--- src/rtl/vlink_destuff.sv ---
`timescale 1ns/1ps
module vlink_destuff #(
  parameter int DEPTH = 4
) (
  input  logic       clk,
  input  logic       rst_n,
  input  logic       lane_en,
  input  logic [1:0] ratio,
  input  logic [9:0] ch_b,
  input  logic [9:0] ch_g,
  input  logic [9:0] ch_r,
  output logic [7:0] red,
  output logic [7:0] grn,
  output logic [7:0] blu,
  output logic       hsync,
  output logic       vsync,
  output logic       de,
  output logic       pix_vld,
  output logic       locked
);
  localparam int TW = (DEPTH > 1) ? $clog2(DEPTH) : 1;
  localparam logic [TW-1:0] LAST = TW'(DEPTH - 1);
  localparam logic [9:0] FILL = 10'b0001111010;

  function automatic logic is_ctl(input logic [9:0] c);
    return c == 10'h354 || c == 10'h0AB || c == 10'h154 || c == 10'h2AB;
  endfunction

  function automatic logic [1:0] ctl_code(input logic [9:0] c);
    case (c)
      10'h0AB: return 2'b01;
      10'h154: return 2'b10;
      10'h2AB: return 2'b11;
      default: return 2'b00;
    endcase
  endfunction

  function automatic logic [7:0] dec8(input logic [9:0] c);
    logic [7:0] q, o;
    q = c[9] ? ~c[7:0] : c[7:0];
    o[0] = q[0];
    for (int i = 1; i < 8; i++) o[i] = c[8] ? (q[i] ^ q[i-1]) : ~(q[i] ^ q[i-1]);
    return o;
  endfunction

  logic [9:0]    lin   [3];
  logic [9:0]    hist  [3][DEPTH];
  logic [9:0]    al    [3];
  logic [TW-1:0] sel   [3];
  logic [TW-1:0] stamp [3];
  logic [2:0]    last_ctl, seen, ev;
  logic [TW-1:0] wcnt, cur;
  logic [1:0]    phase, pmask;
  logic          win_open, win_done, win_fail;
  logic          al_last_ctl, al_bnd, slot_data, fill_hit;

  assign lin[0] = ch_b;
  assign lin[1] = ch_g;
  assign lin[2] = ch_r;

  always_comb begin
    for (int l = 0; l < 3; l++) begin
      ev[l] = last_ctl[l] && !is_ctl(lin[l]) && lin[l] != FILL;
      al[l] = hist[l][sel[l]];
    end
  end

  assign cur       = win_open ? wcnt : '0;
  assign win_done  = &(seen | ev);
  assign win_fail  = (win_open || |ev) && !win_done && cur == LAST;
  assign pmask     = (ratio == 2'd0) ? 2'd0 : (ratio == 2'd1) ? 2'd1 : 2'd3;
  assign al_bnd    = al_last_ctl && !is_ctl(al[0]) && al[0] != FILL;
  assign slot_data = al_bnd || phase == 2'd0;
  assign fill_hit  = slot_data && (al[0] == FILL || al[1] == FILL || al[2] == FILL);

  always_ff @(posedge clk or negedge rst_n) begin
    if (!rst_n) begin
      for (int l = 0; l < 3; l++) begin
        for (int k = 0; k < DEPTH; k++) hist[l][k] <= '0;
        sel[l]   <= '0;
        stamp[l] <= '0;
      end
      last_ctl    <= '0;
      seen        <= '0;
      win_open    <= 1'b0;
      wcnt        <= '0;
      al_last_ctl <= 1'b0;
      phase       <= '0;
      locked      <= 1'b0;
      pix_vld     <= 1'b0;
      de          <= 1'b0;
      hsync       <= 1'b0;
      vsync       <= 1'b0;
      red         <= '0;
      grn         <= '0;
      blu         <= '0;
    end else if (lane_en) begin
      for (int l = 0; l < 3; l++) begin
        hist[l][0] <= lin[l];
        for (int k = 1; k < DEPTH; k++) hist[l][k] <= hist[l][k-1];
        if (lin[l] != FILL) last_ctl[l] <= is_ctl(lin[l]);
        if (ev[l] && !seen[l]) stamp[l] <= cur;
        if (win_done) sel[l] <= cur - (seen[l] ? stamp[l] : cur);
      end
      if (win_done || win_fail) begin
        win_open <= 1'b0;
        seen     <= '0;
        wcnt     <= '0;
      end else if (win_open || |ev) begin
        win_open <= 1'b1;
        seen     <= seen | ev;
        wcnt     <= cur + 1'b1;
      end
      if (al[0] != FILL) al_last_ctl <= is_ctl(al[0]);
      phase <= (slot_data ? 2'd1 : phase + 2'd1) & pmask;
      if (win_done) locked <= 1'b1;
      else if (fill_hit || win_fail) locked <= 1'b0;
      pix_vld <= slot_data && locked;
      if (slot_data && locked) begin
        if (is_ctl(al[0])) begin
          de             <= 1'b0;
          {red, grn, blu} <= '0;
          {vsync, hsync} <= ctl_code(al[0]);
        end else begin
          de  <= 1'b1;
          blu <= dec8(al[0]);
          grn <= dec8(al[1]);
          red <= dec8(al[2]);
        end
      end
    end else begin
      pix_vld <= 1'b0;
    end
  end
endmodule


--- config.mk ---
export PLATFORM = sky130hd
export DESIGN_NAME = vlink_destuff
export DESIGN_NICKNAME = d
export VERILOG_FILES = /design/src/rtl/vlink_destuff.sv
export SDC_FILE = /design/constraint.sdc
export NUM_CORES = 1
export LEC_CHECK = 0
export BUFFER_PORTS_ARGS = -buffer_cell sky130_fd_sc_hd__buf_2
export CORE_MARGIN = 4
export CORE_UTILIZATION = 54
export DETAILED_ROUTE_END_ITERATION = 12
export GPL_TIMING_DRIVEN = 0
export HOLD_SLACK_MARGIN = 0.05
export PLACE_DENSITY_LB_ADDON = 0.08
export RECOVER_POWER = 25
export SLEW_MARGIN = 10
export SYNTH_ARGS = -nofsm -noshare
export SYNTH_HDL_FRONTEND = slang
export SYNTH_SLANG_ARGS = --single-unit
--- constraint.sdc ---
create_clock -name clk -period 2.41 [get_ports clk]
set_input_delay 0.241 -clock clk [delete_from_list [all_inputs] [get_ports clk]]
set_output_delay 0.241 -clock clk [all_outputs]
set_load 0.02 [all_outputs]
==> impl_results.md, run 1 <==
* Final Power at ~10 mW
* Buffers on Ports at 62
* Post-DP Area at roughly 9000 um2
* Largest net degree at the start of global routing at 88
* Cells after Synth at 597
* Kind of critical path: flop to flop
* Synthesized flop and latch total at 173
* Crit path largest cell delay at between 0.5 and 0.6 ns
* Clock root cell: clkbuf_16
* 1st-iter DRT viols at 280
* Fin util at between 60% and 70%
* Std-Cell Rows at 45
* Synth top area cells: dfrtp_1 52%, mux2_2 18%, mux4_2 8.1%
* Total grt overflow at 0
* Initial core utilization at between 50% and 60%
* Total number of vias at ~5400
* Setup TNS at -3.62 ns
* Chip width at between 100 and 150 um
* Final instance area at between 10000 and 15000 um2
* Sequential element share of the synthesized area at approximately 52%
* Clk buf depth at 2
* Minimum clock period at 2.57 ns
* HPWL Detailed at roughly 13000 um
* Post-synth EDFFs at 0
* Synth cell count leaders: 173 x dfrtp_1, 131 x mux2_2, 42 x nand2_1
* DRT Pass-1 Iters at 5
* Post-Syn Nets at 647
* Vias in the first global route at 5514
* Die Y at ~130 um
* Rel. slew slack at a little under a fifth
* Filler instances at around 1100
* Wire length on met3 at approximately 750 um
* Yosys cell types at 55
* F_max at approximately 390 MHz
* Worst setup SP type: flop
* Core box area at roughly 15000 um2
* Crit path max-delay cell type: mux4_2
* Top cell type's share of synthesized area at 52.0%
* Failing checks: setup timing
* Critical path arrival at around 2.9 ns
* Cell with the most instances after synthesis: dfrtp_1
* PwrDens at a little under 1000 nW/um2
* Nets at ~750
* Non-Filler Instances at 903
* Hold Fails Final Rpt at 0
* Fin. max-slew vios at 0
* RSZ-0062 raised after global routing: yes
* R2R Setup Slk at -0.16 ns
* CP top delay family: multiplexers
* Global placement routability congestion at between 0.7 and 0.8
* Clock Pin Slew Worst Setup and Hold Paths at around 0.070 ns
* IO Count at 64
* Ys Warns at 0
* Die area at roughly 17000 um2
* Initial antenna violation count at 0
* Pre-CTS setup slack at -0.446 ns
* HP Class: input pin to flop
* Detailed-route wire length at 19100 um
* Worst slew pin tran at roughly 1.2 ns
* CTS tree: yes
* Final setup violation count at 29
* Crit-path cells: buf_6 -> buf_16 -> mux4_2 -> ha_2 -> nor2b_4 -> nand4_4 -> a41o_4 -> nand3_4 -> buf_8 -> o31ai_2
* GRT Resource Usage Total at 21.9%
* H-tree Lvls at 4
* Post-route clock period utilization at 107%
* Synth-to-Final Area Change at 23.8%
* Worst skew pair latency at around 0.43 ns
* Clock Skews at 0.00843 ns
* Inst Count DP at around 850
* Ys async rst share at between 90% and 100%
* Max Cap Viol at 0
* Avg WL per Cell at around 21 um
* First-pass GRT wire length at 30000 um
* Status: complete, but fails checks
* Ant diodes at 0
* DR DRC count at 0
* Peak supply drop at just over 0.0006 V
* Setup ws final at -0.157 ns
* Clk sinks at ~170
* Worst-path fanout max at 5
* Leakage power at between 4 and 5 nW
* Met1 WL at around 8400 um
* Post-Syn Area per Cell at ~14 um2
* Cell taking the most area after synthesis: dfrtp_1
* Post-Syn Area at roughly 8300 um2
* Setup crit end kind: flop
* Post-route antenna net violation count at 0
* Max layer used: met4
* Share of layout cells above drive strength 1 at between 50% and 60%
* Worst path required time at about 2.7 ns
* Number of buffers and inverters on the critical path at 3
* WL met2 at slightly below 10000 um
* TritonCTS buffer count at 17
* Vias per cell at 5.96
* Hold_ws at approximately 0.066 ns
* Primary FF master, synth: dfrtp_1
per-layer routing:
metal	up-vias	global-route usage, %
li1	2419	-
met2	97	35.6
met4	0	5.13
met5	-	0
met3	16	5.31
met1	2852	30.2
flip-flops by register name (all words and copies together), names as in the netlist:
signal,flops
hist,120
blu,8
grn,8
red,8
sel,6
stamp,6
last_ctl,3
seen,3
phase,2
wcnt,2
al_last_ctl,1
de,1
hsync,1
locked,1
pix_vld,1
vsync,1
win_open,1
worst reg2reg max path, cell delays in order (launching register included):
cell and delay, ns:
dfrtp_2 0.40, buf_6 0.13, buf_16 0.11, mux4_2 0.53, ha_2 0.19, nor2b_4 0.13, nand4_4 0.10, a41o_4 0.28
nand3_4 0.18, buf_8 0.23, o31ai_2 0.19
logic make-up (layout without fill, tap and decap cells):
group	count (synthesis)	count (layout)	synth area share, %
flip-flops	173	173	52.0
multiplexers	163	163	26.1
XOR/XNOR	42	42	4.42
buffers and inverters	50	166	3.04
AND/OR/NAND/NOR	87	89	6.33
adder cells (fa/ha/maj)	15	15	2.26
AO/OA/AOI/OAI	67	67	5.82
power breakdown:
group | switching (mW) | internal, mW | total, mW
registers | 0.421 | 3.52 | 3.94
clock network | 1.24 | 1.67 | 2.91
logic | 1.59 | 1.54 | 3.14
placed cells by master, fill, tap and decap left out, types with 12 or more instances in the layout:
cell and count:
dfrtp_1 172, mux2_2 131, buf_2 63, xnor2_1 38, mux4_2 30, nand2_1 20, nand2_2 20, clkbuf_16 19
o31ai_4 17, clkbuf_1 13, inv_1 12, buf_4 12
timing repair:
item	CTS	global route
pin swaps	4	29
buffers inserted	11	4
setup endpoints to repair	30	29
hold buffers	1	1
gates resized for setup	43	79
hold endpoints to repair	86	1
gates cloned	4	4
path summary, 6_finish.rpt:
kind / start / to / cells after the start
max in group asynchronous: rst_n / sel[4] / 3
max: sel[4] / red[7] / 10
min in group asynchronous: rst_n / hist[93] / 2
max reg2reg: sel[4] / red[7] / 10
min reg2reg: grn[6] / grn[6] / 2
min: ch_b[2] / hist[112] / 2
final cells by class:
type                    count  area [um2]  share of cell area [%]
flip-flops and latches    173        4330                    42.0
multi-input cells         376        4190                    40.7
repair buffers             86         628                    6.10
clock buffers              17         425                    4.13
well taps                 188         235                    2.28
plain buffers              30         228                    2.21
clock inverters            15         195                    1.90
inverters                  18        67.6                   0.656
Note: power is estimated with default switching activity, not from simulation.
==> run 2, diff against run 1 <==
BUFFER_PORTS_ARGS = unset   (was -buffer_cell sky130_fd_sc_hd__buf_2)
CORE_UTILIZATION = 55   (was 54)
DONT_BUFFER_PORTS = 1   (was unset)
SLEW_MARGIN = unset   (was 10)
clock period = 2.2 ns   (was 2.41 ns; I/O delays follow)
==> run 2 against run 1 <==
The flow finishes with violations (hold timing, setup timing). Largest cell class unchanged. Cell area down 3.5%. Core utilization down 0.40 points. Sequential cell count unchanged. Global-route usage up 0.27 points. Wire length down 5.9%. Worst setup slack worse by 0.24 ns. Die area down 1.7%. Power up 2.1%. Final cell count down 4.2%. Sequential share of layout area up 1.5 points. Sequential power up 17%. Register-to-register slack worse by 0.24 ns.
==> impl_results.md, run 2 (synthesized netlist as in run 1, its figures left out) <==
* Post-route antenna net violation count at 0
* Pre-CTS setup slack at -0.642 ns
* Rel. slew slack at 45.0%
* Vias in the first global route at around 5500
* Std-Cell Rows at between 40 and 50
* Switch share at 29.9%
* Vias per cell at around 6.0
* Worst path required time at around 2.5 ns
* H-tree Lvls at 4
* Detailed-route wire length at around 18000 um
* Critical path arrival at slightly below 3 ns
* Die Y at ~130 um
* GRT Resource Usage Total at 22.2%
* Filler instances at roughly 1100
* Biggest register: hist
* DRT Pass-1 Iters at 4
* Clock share of power at 31.3%
* Worst-path fanout max at 10
* Final Power at a little over 10 mW
* NetSw at between 3 and 4 mW
* Failing checks: hold timing, setup timing
* Combinational power share at between 20% and 30%
* F_max at roughly 380 MHz
* Chip width at roughly 130 um
* Ant diodes at 0
* RSZ-0062 raised after global routing: yes
* Final setup violation count at 31
* Clock Pin Slew Worst Setup and Hold Paths at about 0.060 ns
* Share of layout cells above drive strength 1 at ~41%
* Most frequent cells in the layout: 172 x dfrtp_1, 131 x mux2_2, 38 x xnor2_1
* HPWL Detailed at between 10000 and 15000 um
* CTS tree: yes
* DR DRC count at 0
* Initial antenna violation count at 0
* Global placement routability congestion at about 0.80
* Nets at a little over 700
* Buffers on Ports at 0
* HP Class: input pin to asynchronous set/reset pin
* Core box area at between 10000 and 15000 um2
* Worst slew pin tran at around 0.82 ns
* First-pass GRT wire length at between 20000 and 30000 um
* PwrDens at between 1000 and 1500 nW/um2
* TritonCTS buffer count at 17
* Post-route clock period utilization at 118%
* Worst skew pair latency at roughly 0.43 ns
* Flop pwr share at 45.3%
* Hold_ws at -0.513 ns
* Minimum clock period at approximately 2.6 ns
* Total number of vias at just over 5000
* Int Power at 7.15 mW
* Peak supply drop at between 0.0005 and 0.0006 V
* Leading cell type in the layout, fill and taps excluded: dfrtp_1
* Die area at roughly 17000 um2
* Clock Skews at 0.00988 ns
* Setup crit end kind: flop
* Max Cap Viol at 0
* Number of flip-flops in the largest register at 120
* Fin. max-slew vios at 0
* Leakage power at about 4 nW
* Clk sinks at about 170
* Hold Buf Count CTS at 32
* Hold Fails Final Rpt at 173
* 1st-iter DRT viols at 340
* Avg WL per Cell at 20.8 um
* Synth-to-Final Area Change at 19.4%
* Initial core utilization at approximately 57%
* Clock root cell: clkbuf_16
* IO Count at between 60 and 70
* Total grt overflow at 0
* Worst setup SP type: flop
* Kind of critical path: flop to flop
* Largest net degree at the start of global routing at about 170
* Status: complete, but fails checks
* Clk buf depth at 2
* Setup ws final at -0.398 ns
## run 2: area by class of cell
class                   count  area (um2)  area share, %
clock inverters             8         130           1.31
plain buffers              31         216           2.18
well taps                 184         230           2.32
inverters                  18        67.6          0.680
flip-flops and latches    173        4330           43.6
repair buffers             53         508           5.11
multi-input cells         375        3950           39.7
clock buffers              23         508           5.11
## run 2: critical path, cell delays in order (launching register included)
cell and delay (ns):
dfrtp_2 0.43, buf_12 0.14, mux4_2 0.58, ha_2 0.21
and4_1 0.19, nand2_2 0.10, a41o_4 0.26, nand3_4 0.14
buf_6 0.22, o31ai_1 0.22
## run 2: power by group through the flow
stage / Sequential (mW) / Combinational [mW] / Clock [mW]
after floorplan: 4.50 / 1.79 / 0
after CTS: 4.61 / 2.27 / 3.24
after global placement: 4.62 / 2.07 / 0
after global routing: 4.72 / 2.63 / 3.39
after detailed placement: 4.67 / 2.14 / 0
final: 4.62 / 2.39 / 3.19
## run 2: metal layers
| metal | wire length, um | GRT usage (%) | up-vias |
|---|---|---|---|
| li1 | - | - | 2348 |
| met2 | 8870 | 35.7 | 118 |
| met3 | 1090 | 4.80 | 16 |
| met5 | 0 | 0 | - |
| met4 | 234 | 7.38 | 0 |
| met1 | 7790 | 30.2 | 2689 |
## run 2: final timing paths
path / startpoint / endpoint / slack, ns / cells past startpoint
min in group clk: ch_r[1] / last_ctl[2] / 0.09 / 3
worst min register to register: hist[45] / hist[45] / 0.50 / 1
worst min-delay path: rst_n / hist[104] / -0.51 / 0
max in group asynchronous: rst_n / blu[1] / 2.40 / 0
worst max register to register: sel[4] / blu[6] / -0.40 / 9
worst max-delay path: sel[4] / blu[6] / -0.40 / 9
## run 2: what timing repair did
item / CTS / global route
pin swaps: 1 / 6
buffers inserted: 8 / 10
hold endpoints to repair: 206 / 173
endpoints found under the setup margin: 31 / 41
cloned: 2 / 2
resized for setup: 16 / 45
## run 2: through the flow
stage	util [%]	hold slack (ns)	std cells	TNS [ns]	area [um2]
6_report	67.6	-0.513	865	-9.63	9940
3_5_place_dp	58.4	-0.0700	781	-14.82	8590
2_1_floorplan	-	-0.0756	597	-3.55	8360
3_3_place_gp	58.4	-0.0689	781	-13.02	8590
5_1_grt	67.6	-0.530	865	-12.88	9940
4_1_cts	65.8	-0.521	853	-10.02	9680
